===== config.mk =====
export PLATFORM = sky130hd
export DESIGN_NAME = framed_serial_tx
export DESIGN_NICKNAME = d
export VERILOG_FILES = /design/src/rtl/ftx_pkg.sv /design/src/rtl/ftx_capture.sv /design/src/rtl/ftx_ctrl.sv /design/src/rtl/ftx_shifter.sv /design/src/rtl/framed_serial_tx.sv
export SDC_FILE = /design/constraint.sdc
export NUM_CORES = 1
export LEC_CHECK = 0
export BUFFER_PORTS_ARGS = -buffer_cell sky130_fd_sc_hd__buf_2
export CAP_MARGIN = 20
export CORE_MARGIN = 10
export CORE_UTILIZATION = 64
export CTS_CLUSTER_DIAMETER = 200
export DETAILED_ROUTE_END_ITERATION = 8
export GPL_TIMING_DRIVEN = 0
export PLACE_DENSITY = 0.86
export SLEW_MARGIN = 20
export SYNTH_ARGS = -nofsm -noshare
export SYNTH_HDL_FRONTEND = slang
export SYNTH_HIERARCHICAL = 1
export SYNTH_SLANG_ARGS = --single-unit

===== constraint.sdc =====
create_clock -name clk_i -period 3.4 [get_ports clk_i]
set_clock_uncertainty 0.05 [all_clocks]
set_input_delay 0.17 -clock clk_i [delete_from_list [all_inputs] [get_ports clk_i]]
set_output_delay 0.17 -clock clk_i [all_outputs]
set_load 0.05 [all_outputs]

===== src/rtl/ftx_pkg.sv =====
package ftx_pkg;
  typedef enum logic [1:0] {
    ST_OFF  = 2'd0,
    ST_SYNC = 2'd1,
    ST_DATA = 2'd2
  } tx_mode_e;
endpackage


===== src/rtl/ftx_capture.sv =====
module ftx_capture #(
  parameter int DATA_W = 10
) (
  input  logic              clk_i,
  input  logic              rst_ni,
  input  logic              ref_clk_i,
  input  logic              edge_sel_i,
  input  logic [DATA_W-1:0] data_i,
  output logic [DATA_W-1:0] word_o
);
  logic ref_q;
  logic rise, fall, strobe;
  logic [DATA_W-1:0] hold_q;

  assign rise   = ref_clk_i & ~ref_q;
  assign fall   = ~ref_clk_i & ref_q;
  assign strobe = edge_sel_i ? fall : rise;

  always_ff @(posedge clk_i or negedge rst_ni) begin
    if (!rst_ni) begin
      ref_q  <= 1'b0;
      hold_q <= '0;
    end else begin
      ref_q <= ref_clk_i;
      if (strobe) hold_q <= data_i;
    end
  end

  assign word_o = hold_q;
endmodule


===== src/rtl/ftx_ctrl.sv =====
module ftx_ctrl
  import ftx_pkg::*;
#(
  parameter int FRAME_BITS      = 12,
  parameter int MIN_SYNC_FRAMES = 1024,
  localparam int CW = $clog2(FRAME_BITS),
  localparam int SW = $clog2(MIN_SYNC_FRAMES + 1)
) (
  input  logic          clk_i,
  input  logic          rst_ni,
  input  logic          lock_i,
  input  logic          pwrdn_i,
  input  logic          sync_req_i,
  output tx_mode_e      mode_o,
  output tx_mode_e      mode_d_o,
  output logic          at_last_o,
  output logic [CW-1:0] cnt_o
);
  localparam logic [CW-1:0] LAST = CW'(FRAME_BITS - 1);
  localparam logic [SW-1:0] SMAX = SW'(MIN_SYNC_FRAMES - 1);

  tx_mode_e      st_q, st_d;
  logic [CW-1:0] cnt_q;
  logic [SW-1:0] scnt_q, scnt_d;
  logic          at_last, live;

  assign at_last = (cnt_q == LAST);
  assign live    = lock_i & ~pwrdn_i;

  always_comb begin
    st_d   = st_q;
    scnt_d = scnt_q;
    if (!live) begin
      st_d   = ST_OFF;
      scnt_d = '0;
    end else if (at_last) begin
      unique case (st_q)
        ST_OFF: begin
          st_d   = ST_SYNC;
          scnt_d = '0;
        end
        ST_SYNC: begin
          if (scnt_q == SMAX && !sync_req_i) st_d = ST_DATA;
          else if (scnt_q != SMAX)            scnt_d = scnt_q + 1'b1;
        end
        ST_DATA: begin
          if (sync_req_i) begin
            st_d   = ST_SYNC;
            scnt_d = SMAX;
          end
        end
        default: st_d = ST_OFF;
      endcase
    end
  end

  always_ff @(posedge clk_i or negedge rst_ni) begin
    if (!rst_ni) begin
      st_q   <= ST_OFF;
      scnt_q <= '0;
      cnt_q  <= '0;
    end else begin
      st_q   <= st_d;
      scnt_q <= scnt_d;
      cnt_q  <= at_last ? '0 : cnt_q + 1'b1;
    end
  end

  assign mode_o    = st_q;
  assign mode_d_o  = st_d;
  assign at_last_o = at_last;
  assign cnt_o     = cnt_q;

  AST_OFF_ON_UNLOCK: assert property (@(posedge clk_i) disable iff (!rst_ni)
    !lock_i |=> st_q == ST_OFF);
  AST_OFF_ON_PWRDN: assert property (@(posedge clk_i) disable iff (!rst_ni)
    pwrdn_i |=> st_q == ST_OFF);
  AST_MODE_ON_BOUNDARY: assert property (@(posedge clk_i) disable iff (!rst_ni)
    (st_q != $past(st_q)) && (st_q != ST_OFF) |-> $past(cnt_q) == LAST);
  AST_SYNC_MINIMUM: assert property (@(posedge clk_i) disable iff (!rst_ni)
    (st_q == ST_DATA) && ($past(st_q) == ST_SYNC) |-> $past(scnt_q) == SMAX);
  AST_REQ_HOLDS_SYNC: assert property (@(posedge clk_i) disable iff (!rst_ni)
    at_last && (st_q == ST_SYNC) && sync_req_i && live |=> st_q == ST_SYNC);
endmodule


===== src/rtl/ftx_shifter.sv =====
module ftx_shifter
  import ftx_pkg::*;
#(
  parameter int DATA_W = 10,
  localparam int FRAME_BITS = DATA_W + 2
) (
  input  logic              clk_i,
  input  logic              rst_ni,
  input  logic              at_last_i,
  input  tx_mode_e          mode_d_i,
  input  logic [DATA_W-1:0] word_i,
  output logic              bit_o
);
  localparam int ONES = FRAME_BITS / 2;
  localparam logic [FRAME_BITS-1:0] SYNC_PAT =
    {{(FRAME_BITS - ONES){1'b0}}, {ONES{1'b1}}};

  logic [FRAME_BITS-1:0] sh_q;

  always_ff @(posedge clk_i or negedge rst_ni) begin
    if (!rst_ni) begin
      sh_q <= '0;
    end else if (mode_d_i == ST_OFF) begin
      sh_q <= '0;
    end else if (at_last_i) begin
      // sent LSB first: start 1, word, stop 0
      sh_q <= (mode_d_i == ST_DATA) ? {1'b0, word_i, 1'b1} : SYNC_PAT;
    end else begin
      sh_q <= {1'b0, sh_q[FRAME_BITS-1:1]};
    end
  end

  assign bit_o = sh_q[0];
endmodule


===== src/rtl/framed_serial_tx.sv =====
module framed_serial_tx
  import ftx_pkg::*;
#(
  parameter int DATA_W          = 10,
  parameter int MIN_SYNC_FRAMES = 1024
) (
  input  logic              clk_i,
  input  logic              rst_ni,
  input  logic              ref_clk_i,
  input  logic              edge_sel_i,
  input  logic [DATA_W-1:0] data_i,
  input  logic              pwrdn_i,
  input  logic              sync_a_i,
  input  logic              sync_b_i,
  input  logic              lock_i,
  output logic              bit_o,
  output logic              oe_o
);
  localparam int FRAME_BITS = DATA_W + 2;
  localparam int CW = $clog2(FRAME_BITS);

  logic [DATA_W-1:0] word;
  tx_mode_e          mode, mode_d;
  logic              at_last;
  logic [CW-1:0]     cnt;
  logic              sh_bit;

  ftx_capture #(.DATA_W(DATA_W)) u_cap (
    .clk_i      (clk_i),
    .rst_ni     (rst_ni),
    .ref_clk_i  (ref_clk_i),
    .edge_sel_i (edge_sel_i),
    .data_i     (data_i),
    .word_o     (word)
  );

  ftx_ctrl #(.FRAME_BITS(FRAME_BITS), .MIN_SYNC_FRAMES(MIN_SYNC_FRAMES)) u_ctrl (
    .clk_i      (clk_i),
    .rst_ni     (rst_ni),
    .lock_i     (lock_i),
    .pwrdn_i    (pwrdn_i),
    .sync_req_i (sync_a_i | sync_b_i),
    .mode_o     (mode),
    .mode_d_o   (mode_d),
    .at_last_o  (at_last),
    .cnt_o      (cnt)
  );

  ftx_shifter #(.DATA_W(DATA_W)) u_shf (
    .clk_i     (clk_i),
    .rst_ni    (rst_ni),
    .at_last_i (at_last),
    .mode_d_i  (mode_d),
    .word_i    (word),
    .bit_o     (sh_bit)
  );

  // enable gated by live inputs so the line floats in the same cycle
  assign oe_o  = (mode != ST_OFF) & lock_i & ~pwrdn_i;
  assign bit_o = oe_o & sh_bit;

  AST_START_BIT: assert property (@(posedge clk_i) disable iff (!rst_ni)
    oe_o && (mode == ST_DATA) && (cnt == '0) |-> bit_o);
  AST_STOP_BIT: assert property (@(posedge clk_i) disable iff (!rst_ni)
    oe_o && (cnt == CW'(FRAME_BITS - 1)) |-> !bit_o);
  AST_SYNC_HEAD: assert property (@(posedge clk_i) disable iff (!rst_ni)
    oe_o && (mode == ST_SYNC) && (cnt < CW'(FRAME_BITS / 2)) |-> bit_o);
endmodule


Word level (Yosys, flattened, before mapping)
Index checks and enable logic that the tools add are counted.

$add $sub $neg: 2. Equal/unequal tests: 11. Mux-type cells: 16. Bitwise gates (word level): 10. Reductions and logical operators: 6.

Operator list (number): $mux 11 (6); $pmux 11 s3 (1); $mux 12 (2); $add 11x1->11 const B (1); $eq 11x10->1 const B (1); $ne 11x10->1 const B (1); $mux 2 (4); $and 1x1->1 (6); $ne 3x3->1 const B (2); $pmux 2 s3 (1); $reduce_and 5->1 (1); $add 4x1->4 const B (1); $eq 2x2->1 const B (2); $eq 4x4->1 const B (1); $logic_not 2->1 (2); $mux 4 (1); $ne 4x4->1 const B (1); $ne 3x2->1 const B (1); $not 1->1 (3); $eq 2x1->1 const B (1); $ne 2x1->1 const B (1); $reduce_bool 2->1 (1); $logic_and 1x1->1 (1); $logic_not 1->1 (1); other kinds (2) (2).

Flip-flop bits (word level): 40. Input port bits: 18. Output and inout bits: 2. Logic and storage cells: 51.

Logic depth before layout (Yosys ltp)
Word-level depth: 11. Gate-level depth with buffers: 10. Gate-level depth less buffers: 8.

Cells and area by module
Netlist, hierarchy kept.

Modules (own cells, without submodules): ftx_ctrl (times used 1, cells each 119, area each 1226.2 um^2, sequential area each 425.4 um^2); ftx_capture (times used 1, cells each 92, area each 778.2 um^2, sequential area each 275.3 um^2); ftx_shifter (times used 1, cells each 29, area each 442.9 um^2, sequential area each 275.3 um^2); framed_serial_tx (times used 1, cells each 4, area each 30.0 um^2, sequential area each 0.0 um^2).

Worst setup path after synthesis
No wires, ideal clock.

Kind: flip-flop to flip-flop. Start: register u_ctrl.scnt_q[0]. End: register u_shf.sh_q[1]. Library setup time: 0.065 ns. Arrival: 1.987 ns. Required time: 3.285 ns. Setup slack: 1.298 ns. Stages on the path, launching flop included: 9. Buffers on the path: 1. Clock period less this slack: 2.102 ns. Path through: dfrtp_1 -> ha_1 -> nand3_2 -> or3_4 -> o31ai_1 -> and3_1 -> or2_1 -> buf_2 -> o221a_2.

Word-level cells in the longest chain between the ends: 10. Elaborated cells on any way between the ends: 11. Classes of those cells: eq/ne: 2; mux: 7; reduce/logical: 2.

RTL lines: start: declaration (line ftx_ctrl.sv:24) `logic [SW-1:0] scnt_q, scnt_d;`; start signal: assignment (line ftx_ctrl.sv:64) `scnt_q <= scnt_d;`; $eq 11x10->1 (*) (line ftx_ctrl.sv:43) `if (scnt_q == SMAX && !sync_req_i) st_d = ST_DATA;`; $logic_and 1x1->1 (*) (line ftx_ctrl.sv:43); $mux 2 (*) (line ftx_ctrl.sv:43); $pmux 2 s3 (*) (line ftx_ctrl.sv:37) `unique case (st_q)`; $mux 2 (*) (line ftx_ctrl.sv:36) `end else if (at_last) begin`; $mux 2 (*) (line ftx_ctrl.sv:33) `if (!live) begin`; via mode_d[1] (line framed_serial_tx.sv:23) `tx_mode_e mode, mode_d;`; $eq 2x2->1 (line ftx_shifter.sv:27) `sh_q <= (mode_d_i == ST_DATA) ? {1'b0, word_i, 1'b1} : SYNC_PAT;`; $mux 11 (line ftx_shifter.sv:27); $mux 12 (line ftx_shifter.sv:25) `end else if (at_last_i) begin`; $mux 12 (*) (line ftx_shifter.sv:23) `end else if (mode_d_i == ST_OFF) begin`; end signal: assignment (line ftx_shifter.sv:27); end signal: assignment (line ftx_shifter.sv:29) `sh_q <= {1'b0, sh_q[FRAME_BITS-1:1]};`; end: declaration (line ftx_shifter.sv:18) `logic [FRAME_BITS-1:0] sh_q;`.

Mark *: on every way through the listed nets, which the timed path passes. The rest lies on a longest branch. A chain may end at the register's enable or synchronous reset.

Final worst setup path
Start: register u_ctrl.scnt_q[0]. End: register u_shf.sh_q[2].

Same word-level chain as after synthesis.

==> metrics.md <==
| Metric | Value |
|---|---|
| Fmax | `0.413 GHz` |
| CTS sink cnt | `39` |
| Vertical extent of the die | `about 80 um` |
| Final Hold Violating Endpoints | `0` |
| Proportion of synthesized chip area in sequential cells | `about 39%` |
| Power per Cell Area | `around 370 nW/um^2` |
| FP Rows | `22` |
| Relative max-transition margin | `a little over two fifths` |
| Initial core utilization | `67.2%` |
| Outcome | `finished clean` |
| Required time of the critical path | `around 3600 ps` |
| Area growth from synthesis to layout | `11.8%` |
| CP max stage delay | `480 ps` |
| Detailed-route via count | `roughly 2000` |
| Routability-driven placement congestion ratio | `about 0.83` |
| Maxcap violations | `0` |
| Number of antenna violations at the first check in global routing | `0` |
| Buffer count from post-CTS setup fixing | `0` |
| Final number of max-transition violations | `0` |
| Fin crit period | `2420 ps` |
| Antenna Nets Post-Route | `0` |
| Unique masters post-synth | `61` |
| Total CTS buffers | `5` |
| Leakage power total | `approximately 1.2 nW` |
| Setup-violating endpoint count in the final report | `0` |
| Global-route usage over all layers | `17.4%` |
| TritonCTS clock tree | `built` |
| Mapped Nets | `around 270` |
| Non-filler instance count after layout | `321` |
| Slowest stage cell on the critical path | `sky130_fd_sc_hd__or3_4` |
| Count of TritonRoute iterations in the first routing pass | `4` |
| Final setup slack of the worst path | `977 ps` |
| Critical path capture point type | `register` |
| Post-DR wirelength/cell | `17.1 um` |
| Max FO, Critical Path | `7` |
| Crit path launch type | `register` |
| Setup_tns | `0 ps` |
| Final Cycle Share | `71.3%` |
| Share of flip-flops with an asynchronous set or reset after synthesis | `100%` |
| Post-synthesis sequential element count | `39` |
| Placement-stage cell area | `roughly 2600 sq um` |
| Number of levels in the clock H-tree | `2` |
| Number of design-rule violations left by the first detailed-router iteration | `between 100 and 150` |
| Cells after DPL | `just over 300` |
| Wire length reported by the detailed router | `roughly 5.5 mm` |
| Fraction of final layout cells sized beyond drive strength 1 | `23.8%` |
| Cell chain of the critical path | `ha_1 -> nand3_2 -> or3_4 -> o31ai_1 -> and3_1 -> or2_1 -> buf_2 -> o221a_2` |
| Core box area | `~3700 sq um` |
| Clock-pin transition on the worst setup and hold timing paths | `approximately 80 ps` |
| Synth warnings | `6` |
| RSZ-0062 raised after global routing | `no` |
| Count of flip-flops with a built-in enable after synthesis | `0` |
| Via count normalized by instance count | `between 6 and 7` |
| Post-synthesis instance area | `approximately 2500 sq um` |
| Clock root buffer | `sky130_fd_sc_hd__clkbuf_8` |
| Arrival time reported for the critical path endpoint | `2600 ps` |
| Antenna Diode Count | `0` |
| HPWL after detailed placement | `between 3 and 4 mm` |
| Mean area per synthesized cell | `10.2 sq um` |
| Number of placed I/O pins | `20` |
| Number of global-route vias before repair | `about 2000` |
| Peak supply drop | `0.000397 V` |
| Global-route wire length before repair | `around 9.3 mm` |
| Footprint of the flip-flops and latches | `~980 sq um` |
| Remaining design rule violation count | `0` |
| Die X | `82.2 um` |
| Area taken by multi-input logic gates | `~1400 sq um` |
| Clock insertion delay at the later pin of the skew report | `~290 ps` |
| Count of input and output buffers | `19` |
| Final layout net count | `296` |
| CTS Buffer Depth | `2` |
| Class of the worst hold path | `in -> reg` |
| Worst setup slack after placement | `1050 ps` |
| Type of the worst setup path | `reg -> reg` |
| Post-synthesis cell count | `approximately 240` |
| Pin count of the biggest net entering global routing | `40` |
| Global-route congestion overflow total | `0` |
| Pin slew with the least headroom to its limit | `roughly 850 ps` |
| Area enclosed by the die boundary | `roughly 6800 sq um` |
| # fillers | `272` |
| Dominant synthesized flop cell | `sky130_fd_sc_hd__dfrtp_1` |
| Post-route cell area | `around 2800 sq um` |
placed cells by master, fill, tap and decap left out, types with 3 or more instances in the layout:
cell type	instances
sky130_fd_sc_hd__nor2b_1	24
sky130_fd_sc_hd__a21oi_1	3
sky130_fd_sc_hd__buf_2	27
sky130_fd_sc_hd__nor3b_1	11
sky130_fd_sc_hd__nor3_1	11
sky130_fd_sc_hd__a22o_1	3
sky130_fd_sc_hd__o311a_1	10
sky130_fd_sc_hd__nand2_1	9
sky130_fd_sc_hd__mux2_1	3
sky130_fd_sc_hd__nor2_1	8
sky130_fd_sc_hd__ha_1	6
sky130_fd_sc_hd__o21a_1	3
sky130_fd_sc_hd__o21ai_1	21
sky130_fd_sc_hd__o221ai_1	4
sky130_fd_sc_hd__inv_1	5
sky130_fd_sc_hd__clkbuf_1	4
sky130_fd_sc_hd__o21ai_0	6
sky130_fd_sc_hd__o2111ai_1	5
sky130_fd_sc_hd__o221a_2	5
sky130_fd_sc_hd__nand2b_1	4
sky130_fd_sc_hd__dfrtp_1	39
sky130_fd_sc_hd__clkbuf_8	6
cell usage after synthesis, types with 2 or more instances:
master                      number  share of area [%]
sky130_fd_sc_hd__ha_1            6                3.0
sky130_fd_sc_hd__a221o_1         2               0.81
sky130_fd_sc_hd__mux2_1          3                1.4
sky130_fd_sc_hd__buf_2           8                1.6
sky130_fd_sc_hd__o311a_1        10                4.0
sky130_fd_sc_hd__buf_6           2               0.91
sky130_fd_sc_hd__nand2_1         9                1.4
sky130_fd_sc_hd__and3b_1         2               0.71
sky130_fd_sc_hd__clkbuf_1        4               0.61
sky130_fd_sc_hd__and2_1          2               0.50
sky130_fd_sc_hd__nor3b_1        11                3.3
sky130_fd_sc_hd__and4bb_2        2                1.0
sky130_fd_sc_hd__nor2b_1        24                6.1
sky130_fd_sc_hd__nand3b_1        2               0.61
sky130_fd_sc_hd__nand3_2         2               0.81
sky130_fd_sc_hd__nor4_1          2               0.50
sky130_fd_sc_hd__nor2_1          8                1.2
sky130_fd_sc_hd__nand2b_1        4                1.0
sky130_fd_sc_hd__o21a_1          3               0.91
sky130_fd_sc_hd__a31oi_1         2               0.50
sky130_fd_sc_hd__dfrtp_1        39                 39
sky130_fd_sc_hd__and3_1          2               0.50
sky130_fd_sc_hd__o21ai_1        21                4.2
sky130_fd_sc_hd__nor3_1         11                2.2
sky130_fd_sc_hd__o2111ai_1       5                1.8
sky130_fd_sc_hd__o31ai_1         2               0.61
sky130_fd_sc_hd__a21oi_1         3               0.61
sky130_fd_sc_hd__o221a_2         5                2.3
sky130_fd_sc_hd__o21ai_0         6                1.2
sky130_fd_sc_hd__o221ai_1        4                1.4
sky130_fd_sc_hd__inv_1           5               0.76
sky130_fd_sc_hd__nand3b_4        2                1.6
sky130_fd_sc_hd__a22o_1          3                1.1
cell type report:
| class | count | area share [%] |
|---|---|---|
| flip-flops and latches | 39 | 35.2 |
| plain buffers | 16 | 3.21 |
| clock buffers | 6 | 2.98 |
| multi-input cells | 183 | 50.2 |
| repair buffers | 21 | 4.16 |
| well taps | 48 | 2.17 |
| clock inverters | 2 | 1.26 |
| inverters | 6 | 0.813 |
layer usage:
| layer | vias up | part of all wire (%) | track usage [%] |
|---|---|---|---|
| li1 | 981 | - | - |
| met1 | 991 | 44 | 20.1 |
| met2 | 57 | 50 | 30.8 |
| met3 | 11 | 4.7 | 4.10 |
| met4 | 0 | 1.5 | 6.29 |
| met5 | - | 0 | 0 |
kinds of logic after synthesis:
kind of cell	synth area share, %
xor+xnor	0.354
fa+ha+maj	3.03
mux	1.82
simple gates	26.3
compound gates	24.6
buf+inv	4.49
flops	39.4
power by group:
part	total, mW	switching [mW]	internal, mW
Sequential	0.513	0.0263	0.487
Combinational	0.116	0.0616	0.0547
Clock	0.398	0.160	0.237
per-stage QoR:
stage,util (%),total power [mW],hold WS [ps]
floorplan,-,0.591,-176
global placement,71.4,0.632,270
detailed placement,71.4,0.636,271
CTS,75.1,1.04,243
global route,75.1,1.07,262
finish,75.1,1.03,258
timing repair:
item,4_1_cts,5_1_grt
endpoints found under the hold margin,40,0
resized for setup,0,0
hold buffers,2,0
critical path, delay by kind of cell (launching register included):
family / cells / cell delay (ps)
simple gates: 4 / 1100
compound gates: 2 / 410
flops: 1 / 410
fa+ha+maj: 1 / 230
buf+inv: 1 / 160
worst paths after layout:
kind / startpoint / end / slack [ps] / cells after the start
hold / removal: data_i[2] / u_cap/word_o[2]$_DFFE_PN0P_ / 260 / 4
setup reg to reg: u_ctrl/scnt_q[0]$_DFFE_PN0P_ / u_shf/sh_q[2]$_DFF_PN0_ / 980 / 8
hold reg to reg: u_shf/sh_q[1]$_DFF_PN0_ / u_shf/sh_q[0]$_DFF_PN0_ / 410 / 1
min in group asynchronous: rst_ni / u_ctrl/scnt_q[8]$_DFFE_PN0P_ / 490 / 2
max in group asynchronous: rst_ni / u_ctrl/scnt_q[6]$_DFFE_PN0P_ / 2280 / 2
setup / recovery: u_ctrl/scnt_q[0]$_DFFE_PN0P_ / u_shf/sh_q[2]$_DFF_PN0_ / 980 / 8
sequential cells by signal (all words and copies together) (netlist names):
register	flops
u_ctrl/scnt_q	11
u_cap/ref_q	1
u_ctrl/cnt_o	4
u_ctrl/mode_o	2
u_cap/word_o	10
u_shf/sh_q	11
Note: power is estimated with default switching activity, not from simulation.
